==> src/rtl/wdog_pkg.sv <==
`timescale 1ns/1ps
package wdog_pkg;
  localparam int CNT_W   = 16;
  localparam int PRE_W   = 8;
  localparam int SEL_W   = 2;
  localparam logic [CNT_W-1:0] CNT_RST = CNT_W'(1) << (CNT_W - 1);

  // Control bit positions (decoded by software, kept fixed)
  localparam int B_RSTEN = 0;
  localparam int B_INTEN = 2;
  localparam int B_SEL   = 3;
  localparam int B_RUN   = 5;
  localparam int B_PRE   = 8;

  // Word indices of the register map
  localparam int W_CTRL  = 0;
  localparam int W_DATA  = 1;
  localparam int W_COUNT = 2;
  localparam int W_CLEAR = 3;

  typedef struct packed {
    logic              cntLoad;
    logic              datLoad;
    logic [CNT_W-1:0]  wrVal;
    logic              run;
    logic [SEL_W-1:0]  divSel;
    logic [PRE_W-1:0]  preVal;
  } wdStrobe_t;
endpackage

==> src/rtl/wdog_datapath.sv <==
`timescale 1ns/1ps
module wdog_datapath import wdog_pkg::*; #(
  parameter int DIV_BASE_LOG = 4
) (
  input  logic             clk,
  input  logic             rstN,
  input  wdStrobe_t        strb,
  output logic [CNT_W-1:0] countVal,
  output logic [CNT_W-1:0] dataVal,
  output logic             expire
);
  localparam int DIV_W = DIV_BASE_LOG + (1 << SEL_W) - 1;
  localparam logic [SEL_W-1:0] SEL_TOP = {SEL_W{1'b1}};

  logic [PRE_W-1:0] preCnt;
  logic [DIV_W-1:0] divCnt;
  logic [DIV_W-1:0] divMax;
  logic             preTick;
  logic             tick;

  // Largest divider code gives the full-width all-ones terminal count
  always_comb begin
    divMax  = {DIV_W{1'b1}} >> (SEL_TOP - strb.divSel);
    preTick = strb.run && (preCnt >= strb.preVal);
    tick    = preTick && (divCnt >= divMax);
    expire  = tick && (countVal == '0) && !strb.cntLoad;
  end

  // Prescaler stage: clears while stopped
  always_ff @(posedge clk) begin
    if (!rstN)           preCnt <= '0;
    else if (!strb.run)  preCnt <= '0;
    else if (preTick)    preCnt <= '0;
    else                 preCnt <= preCnt + 1'b1;
  end

  // Power-of-two stage
  always_ff @(posedge clk) begin
    if (!rstN)           divCnt <= '0;
    else if (!strb.run)  divCnt <= '0;
    else if (tick)       divCnt <= '0;
    else if (preTick)    divCnt <= divCnt + 1'b1;
  end

  // Live counter
  always_ff @(posedge clk) begin
    if (!rstN)                 countVal <= CNT_RST;
    else if (strb.cntLoad)     countVal <= strb.wrVal;
    else if (tick) begin
      if (countVal == '0)      countVal <= dataVal;
      else                     countVal <= countVal - 1'b1;
    end
  end

  // Reload register
  always_ff @(posedge clk) begin
    if (!rstN)                 dataVal <= CNT_RST;
    else if (strb.datLoad)     dataVal <= strb.wrVal;
  end

  p_load_now_r5: assert property (@(posedge clk) disable iff (!rstN)
    strb.cntLoad |=> countVal == $past(strb.wrVal));

  p_step_down_r4: assert property (@(posedge clk) disable iff (!rstN)
    (tick && countVal != '0 && !strb.cntLoad) |=> countVal == $past(countVal) - 1'b1);

  p_reload_r4: assert property (@(posedge clk) disable iff (!rstN)
    expire |=> countVal == $past(dataVal));

  p_frozen_r8: assert property (@(posedge clk) disable iff (!rstN)
    (!strb.run && !strb.cntLoad) |=> $stable(countVal));
endmodule

==> src/rtl/wdog_ctrl.sv <==
`timescale 1ns/1ps
module wdog_ctrl import wdog_pkg::*; #(
  parameter int ADDR_W    = 4,
  parameter int DATA_W    = 32,
  parameter int PULSE_LEN = 16
) (
  input  logic              clk,
  input  logic              rstN,
  input  logic [ADDR_W-1:0] regAddr,
  input  logic              regWrEn,
  input  logic [DATA_W-1:0] regWrData,
  input  logic [CNT_W-1:0]  countVal,
  input  logic [CNT_W-1:0]  dataVal,
  input  logic              expire,
  output wdStrobe_t         strb,
  output logic [DATA_W-1:0] regRdData,
  output logic              irqOut,
  output logic              resetReq
);
  localparam int IDX_W = ADDR_W - 2;
  localparam int PW    = $clog2(PULSE_LEN + 1);

  logic [IDX_W-1:0] wordIdx;
  logic             wrCtrl, wrData, wrCount, wrClear;
  logic             rstEn, intEn, run;
  logic [SEL_W-1:0] divSel;
  logic [PRE_W-1:0] preVal;
  logic             rstEnNext;
  logic             irqFlag;
  logic [PW-1:0]    pulseCnt;
  logic             unusedBits;

  assign unusedBits = ^{regWrData, regAddr};

  always_comb begin
    wordIdx   = regAddr[ADDR_W-1:2];
    wrCtrl    = regWrEn && (wordIdx == IDX_W'(W_CTRL));
    wrData    = regWrEn && (wordIdx == IDX_W'(W_DATA));
    wrCount   = regWrEn && (wordIdx == IDX_W'(W_COUNT));
    wrClear   = regWrEn && (wordIdx == IDX_W'(W_CLEAR));
    rstEnNext = wrCtrl ? regWrData[B_RSTEN] : rstEn;
  end

  always_comb begin
    strb.cntLoad = wrCount;
    strb.datLoad = wrData;
    strb.wrVal   = regWrData[CNT_W-1:0];
    strb.run     = run;
    strb.divSel  = divSel;
    strb.preVal  = preVal;
  end

  // Control word
  always_ff @(posedge clk) begin
    if (!rstN) begin
      rstEn  <= 1'b0;
      intEn  <= 1'b0;
      run    <= 1'b0;
      divSel <= '0;
      preVal <= '0;
    end else if (wrCtrl) begin
      rstEn  <= regWrData[B_RSTEN];
      intEn  <= regWrData[B_INTEN];
      run    <= regWrData[B_RUN];
      divSel <= regWrData[B_SEL +: SEL_W];
      preVal <= regWrData[B_PRE +: PRE_W];
    end
  end

  // Sticky interrupt; a new expiry wins over a clear
  always_ff @(posedge clk) begin
    if (!rstN)                 irqFlag <= 1'b0;
    else if (expire && intEn)  irqFlag <= 1'b1;
    else if (wrClear)          irqFlag <= 1'b0;
  end

  // Reset request pulse
  always_ff @(posedge clk) begin
    if (!rstN)                 pulseCnt <= '0;
    else if (!rstEnNext)       pulseCnt <= '0;
    else if (expire && rstEn)  pulseCnt <= PW'(PULSE_LEN);
    else if (pulseCnt != '0)   pulseCnt <= pulseCnt - 1'b1;
  end

  assign irqOut   = irqFlag;
  assign resetReq = (pulseCnt != '0);

  // Read mux; the clear word reads as zero
  always_comb begin
    regRdData = '0;
    case (wordIdx)
      IDX_W'(W_CTRL):  regRdData = DATA_W'({preVal, 2'b00, run, divSel, intEn, 1'b0, rstEn});
      IDX_W'(W_DATA):  regRdData = DATA_W'(dataVal);
      IDX_W'(W_COUNT): regRdData = DATA_W'(countVal);
      default:         regRdData = '0;
    endcase
  end

  p_irq_sticky_r6: assert property (@(posedge clk) disable iff (!rstN)
    (irqOut && !wrClear) |=> irqOut);

  p_irq_gated_r6: assert property (@(posedge clk) disable iff (!rstN)
    $rose(irqOut) |-> $past(intEn));

  p_rst_gated_r8: assert property (@(posedge clk) disable iff (!rstN)
    !rstEn |-> !resetReq);

  p_pulse_full_r7: assert property (@(posedge clk) disable iff (!rstN)
    $rose(resetReq) |-> pulseCnt == PW'(PULSE_LEN));
endmodule

==> src/rtl/wdog_timer.sv <==
`timescale 1ns/1ps
module wdog_timer import wdog_pkg::*; #(
  parameter int ADDR_W    = 4,
  parameter int DATA_W    = 32,
  parameter int PULSE_LEN = 16
) (
  input  logic              clk,
  input  logic              rstN,
  input  logic [ADDR_W-1:0] regAddr,
  input  logic              regWrEn,
  input  logic [DATA_W-1:0] regWrData,
  output logic [DATA_W-1:0] regRdData,
  output logic              irqOut,
  output logic              resetReq
);
  wdStrobe_t        strb;
  logic [CNT_W-1:0] countVal;
  logic [CNT_W-1:0] dataVal;
  logic             expire;

  wdog_ctrl #(
    .ADDR_W(ADDR_W), .DATA_W(DATA_W), .PULSE_LEN(PULSE_LEN)
  ) i_ctrl (
    .clk(clk), .rstN(rstN),
    .regAddr(regAddr), .regWrEn(regWrEn), .regWrData(regWrData),
    .countVal(countVal), .dataVal(dataVal), .expire(expire),
    .strb(strb), .regRdData(regRdData),
    .irqOut(irqOut), .resetReq(resetReq)
  );

  wdog_datapath #(
    .DIV_BASE_LOG(4)
  ) i_datapath (
    .clk(clk), .rstN(rstN), .strb(strb),
    .countVal(countVal), .dataVal(dataVal), .expire(expire)
  );
endmodule

==> config.mk <==
export PLATFORM = sky130hd
export DESIGN_NAME = wdog_timer
export DESIGN_NICKNAME = d
export VERILOG_FILES = /design/src/rtl/wdog_pkg.sv /design/src/rtl/wdog_datapath.sv /design/src/rtl/wdog_ctrl.sv /design/src/rtl/wdog_timer.sv
export SDC_FILE = /design/constraint.sdc
export NUM_CORES = 1
export LEC_CHECK = 0
export BUFFER_PORTS_ARGS = -buffer_cell sky130_fd_sc_hd__buf_2
export CAP_MARGIN = 25
export CORE_MARGIN = 8
export CORE_UTILIZATION = 40
export CTS_CLUSTER_SIZE = 8
export DETAILED_ROUTE_END_ITERATION = 8
export GPL_ROUTABILITY_DRIVEN = 0
export GPL_TIMING_DRIVEN = 0
export RECOVER_POWER = 50
export SYNTH_ARGS = -nofsm -noshare
export SYNTH_HDL_FRONTEND = slang
export SYNTH_SLANG_ARGS = --single-unit
==> constraint.sdc <==
create_clock -name clk -period 3.9 [get_ports clk]
set_input_delay 0.39 -clock clk [delete_from_list [all_inputs] [get_ports clk]]
set_output_delay 0.39 -clock clk [all_outputs]
set_load 0.02 [all_outputs]
==> flow_summary.json <==
{
  "floorplan.die_area_um2": 13150,
  "grt_start_max_net_pins": 11,
  "num_rows": 36,
  "worst_skew_pair.late_latency_ps": 350,
  "timing.hold.worst.class": "input pin to flip-flop",
  "tns_ps": 0,
  "switchingPower_mw": 0.4508,
  "yosys_warnings": 0,
  "io_pins": 73,
  "ys_dominant_reg_cell": "sky130_fd_sc_hd__dfxtp_1",
  "synth-async-reset-ratio": 0,
  "status": "finished clean",
  "nNetsFinal": 626,
  "synth.cell_area_um2": 3894,
  "grt_antenna_before_repair": 0,
  "post-place-cells": 692,
  "ir_worst_vdd_mv": 0.1530,
  "cellInternalPower_mw": 1.002,
  "finalWorstPathRequiredPeriod_ps": 3039,
  "power_density_nw_per_um2": 327.4,
  "grt_ovf": 0,
  "report.final.hold_viol_count": 0,
  "postPlaceCellArea_um2": 4297,
  "r2r.worst_path.cells": 8,
  "synth.area.mux_share": 0.03599,
  "worst-slew-pin-transition_ps": 823.0,
  "finalClockSkew_ps": 11.45,
  "initial_utilization": 0.4058,
  "maxCapViolCount": 0,
  "synth_area_per_cell_um2": 7.665,
  "synth_compound_gate_area_share": 0.2333,
  "die_x_extent_um": 114.7,
  "io_buffers": 36,
  "finalNonFillerCells": 707,
  "clock_power_share": 0.340,
  "tritoncts_clock_tree": "done",
  "synthCells": 508,
  "timing.setup.critical_path_class": "flip-flop to flip-flop",
  "synth_top_cell_area_share": 0.3393,
  "adder_cell_share_of_the_synthesized_area": 0.05463,
  "slew_viol_final": 0,
  "globalRouteTotalUtil": 0.1887,
  "final_min_period_over_clock_period": 0.7793,
  "worst_ep_required_time_ps": 4150,
  "cts.path.max_buffers": 2,
  "yosys.cell_count.top_type": "sky130_fd_sc_hd__nand2_1",
  "post_route_cells_drive_above_1_share": 0.1220,
  "clock.fmax_ghz": 0.3290,
  "half_perimeter_wire_length_after_placement_mm": 8.995,
  "flow.area_growth_from_synthesis_pct": 13.95,
  "power.share.sequential": 0.490,
  "grt_pass1_wl_mm": 19.39,
  "critical_path_arrival_ps": 3290,
  "synthDistinctLibCells": 53,
  "cts_htree_levels": 3,
  "number_of_clock_sinks": 66,
  "hold_path_depth": 3,
  "cts-resized-gates": 0,
  "die_height_um": 114.7,
  "tritoncts.num_buffers": 9,
  "postCtsSetupRepairBufs": 0,
  "drt_pre_antenna_iters": 7,
  "synth_commonest_cells": "sky130_fd_sc_hd__nand2_1, sky130_fd_sc_hd__dfxtp_1, sky130_fd_sc_hd__a21oi_1",
  "routed_via_density": 5.634,
  "synth-xor-area-share": 0.02699,
  "drc": 0,
  "max-slew-margin-rel": 0.4513,
  "finalSetupViolCount": 0,
  "number_of_flops_mapped_to_enable_cells_by_yosys": 0,
  "synth_top_family_by_area": "compound AO/OA/AOI/OAI gates",
  "clkTransAtPathRegs_ps": 80,
  "yosys.area_share.simple": 0.2227,
  "synth_sequential_area_ratio": 0.3393,
  "post-synth-top-area-cell": "sky130_fd_sc_hd__dfxtp_1",
  "vias": 3983,
  "detail-route-antenna-nets": 0,
  "core_footprint_um2": 9594,
  "drt_wl_total_mm": 12.37,
  "drt_iter0_drc": 365,
  "combinational_group_share_of_total_power": 0.170,
  "critPathLaunchType": "flip-flop",
  "holdBufCountCts": 0,
  "power.static_leakage_nw": 1.634,
  "final_design_area_no_fill_um2": 4437,
  "largest_fanout_on_the_critical_path": 10,
  "clockRootBuffer": "sky130_fd_sc_hd__clkbuf_8",
  "netlist_top_cells_area": "sky130_fd_sc_hd__dfxtp_1, sky130_fd_sc_hd__nand2_1, sky130_fd_sc_hd__ha_1",
  "flop_and_latch_count_out_of_synthesis": 66,
  "diodes": 0,
  "number_of_global_route_vias_before_repair": 3725,
  "post_drt_wl_per_cell_um": 17.50,
  "grt_setup_unrepaired": "false",
  "cp-end-kind": "flip-flop",
  "netSwitchingFraction": 0.3103
}
-- final timing paths --
kind	startpoint	end	slack, ps
min reg2reg	i_ctrl.irqOut	i_ctrl.irqOut	470
max	i_datapath.preCnt[0]	i_datapath.countVal[9]	860
max reg2reg	i_datapath.preCnt[0]	i_datapath.countVal[9]	860
min	regWrData[7]	i_datapath.dataVal[7]	290
-- layout by cell type, fill, tap and decap left out, types with 5 or more instances in the layout --
cell	Yosys	routed
sky130_fd_sc_hd__nand2_1	93	93
sky130_fd_sc_hd__nor3_1	9	9
sky130_fd_sc_hd__o2111ai_1	11	11
sky130_fd_sc_hd__buf_2	4	31
sky130_fd_sc_hd__or4_1	6	6
sky130_fd_sc_hd__buf_4	16	16
sky130_fd_sc_hd__xnor2_1	7	7
sky130_fd_sc_hd__dfxtp_1	66	66
sky130_fd_sc_hd__conb_1	1	16
sky130_fd_sc_hd__inv_1	19	19
sky130_fd_sc_hd__nor2_1	26	26
sky130_fd_sc_hd__o21ai_0	38	38
sky130_fd_sc_hd__mux2i_1	14	14
sky130_fd_sc_hd__nand3_1	20	20
sky130_fd_sc_hd__a21oi_1	39	39
sky130_fd_sc_hd__xor2_1	5	5
sky130_fd_sc_hd__ha_1	17	17
sky130_fd_sc_hd__a31oi_1	9	9
sky130_fd_sc_hd__a311oi_1	8	8
sky130_fd_sc_hd__or3_1	8	8
sky130_fd_sc_hd__o31ai_1	8	8
sky130_fd_sc_hd__clkbuf_1	28	39
sky130_fd_sc_hd__clkbuf_8	0	9
-- area by class of cell --
type | instances | area [um2]
fillers | 1008 | 5157
clock inverters | 4 | 20.02
repair buffers | 36 | 168.9
inverters | 19 | 71.32
plain buffers | 51 | 264.0
multi-input cells | 387 | 2293
well taps | 133 | 166.4
flip-flops and latches | 66 | 1321
clock buffers | 11 | 131.4
-- per-stage QoR --
stage / total power, mW / hold WS, ps / worst slack [ps] / utilization
final: 1.453 / 288.4 / 860.6 / 0.4624
after global routing: 1.524 / 305.0 / 586.0 / 0.4624
after CTS: 1.454 / 288.1 / 844.7 / 0.4636
after global placement: 0.9647 / 448.8 / 960.9 / 0.4478
after detailed placement: 0.9684 / 455.0 / 871.1 / 0.4478
after floorplan: 0.8925 / 446.2 / 1550 / -
-- power groups by stage --
stage               sequential, mW  clock [mW]  combinational, mW
detailed placement           0.727           0              0.242
global route                 0.714       0.539              0.271
global placement             0.726           0              0.239
floorplan                    0.720           0              0.173
finish                       0.712       0.494              0.247
CTS                          0.711       0.500              0.243
-- routing by layer --
layer	vias up	global-route usage	routed length (um)
li1	1925	-	-
met1	1873	0.2187	5197
met2	161	0.3179	5825
met3	24	0.05274	1079
met4	0	0.07986	269
met5	-	0	0
-- registers in the layout, summed over array words and instances (netlist names) --
name and count:
i_ctrl.divSel 2, i_ctrl.run 1, i_datapath.countVal 16, i_ctrl.intEn 1, i_ctrl.irqOut 1, i_ctrl.pulseCnt 5
i_datapath.dataVal 16, i_datapath.divCnt 7, i_ctrl.preVal 8, i_datapath.preCnt 8, i_ctrl.rstEn 1
-- cells by family after synthesis --
family | count (synthesis)
buffers and inverters | 70
AOI/OAI and AO/OA | 141
and+or+nand+nor | 187
DFF | 66
other | 1
xor gates and xnor gates | 12
muxes | 14
adders and majority gates | 17
-- worst max-delay path, stage by stage (launching register included) --
cell	delay (ps)
sky130_fd_sc_hd__dfxtp_1	410
sky130_fd_sc_hd__inv_1	70
sky130_fd_sc_hd__ha_1	260
sky130_fd_sc_hd__nand2b_1	150
sky130_fd_sc_hd__a2111o_1	460
sky130_fd_sc_hd__a32oi_1	580
sky130_fd_sc_hd__clkbuf_1	530
sky130_fd_sc_hd__o21ai_0	180
sky130_fd_sc_hd__a311oi_1	300
(Power assumes the default switching activity.)
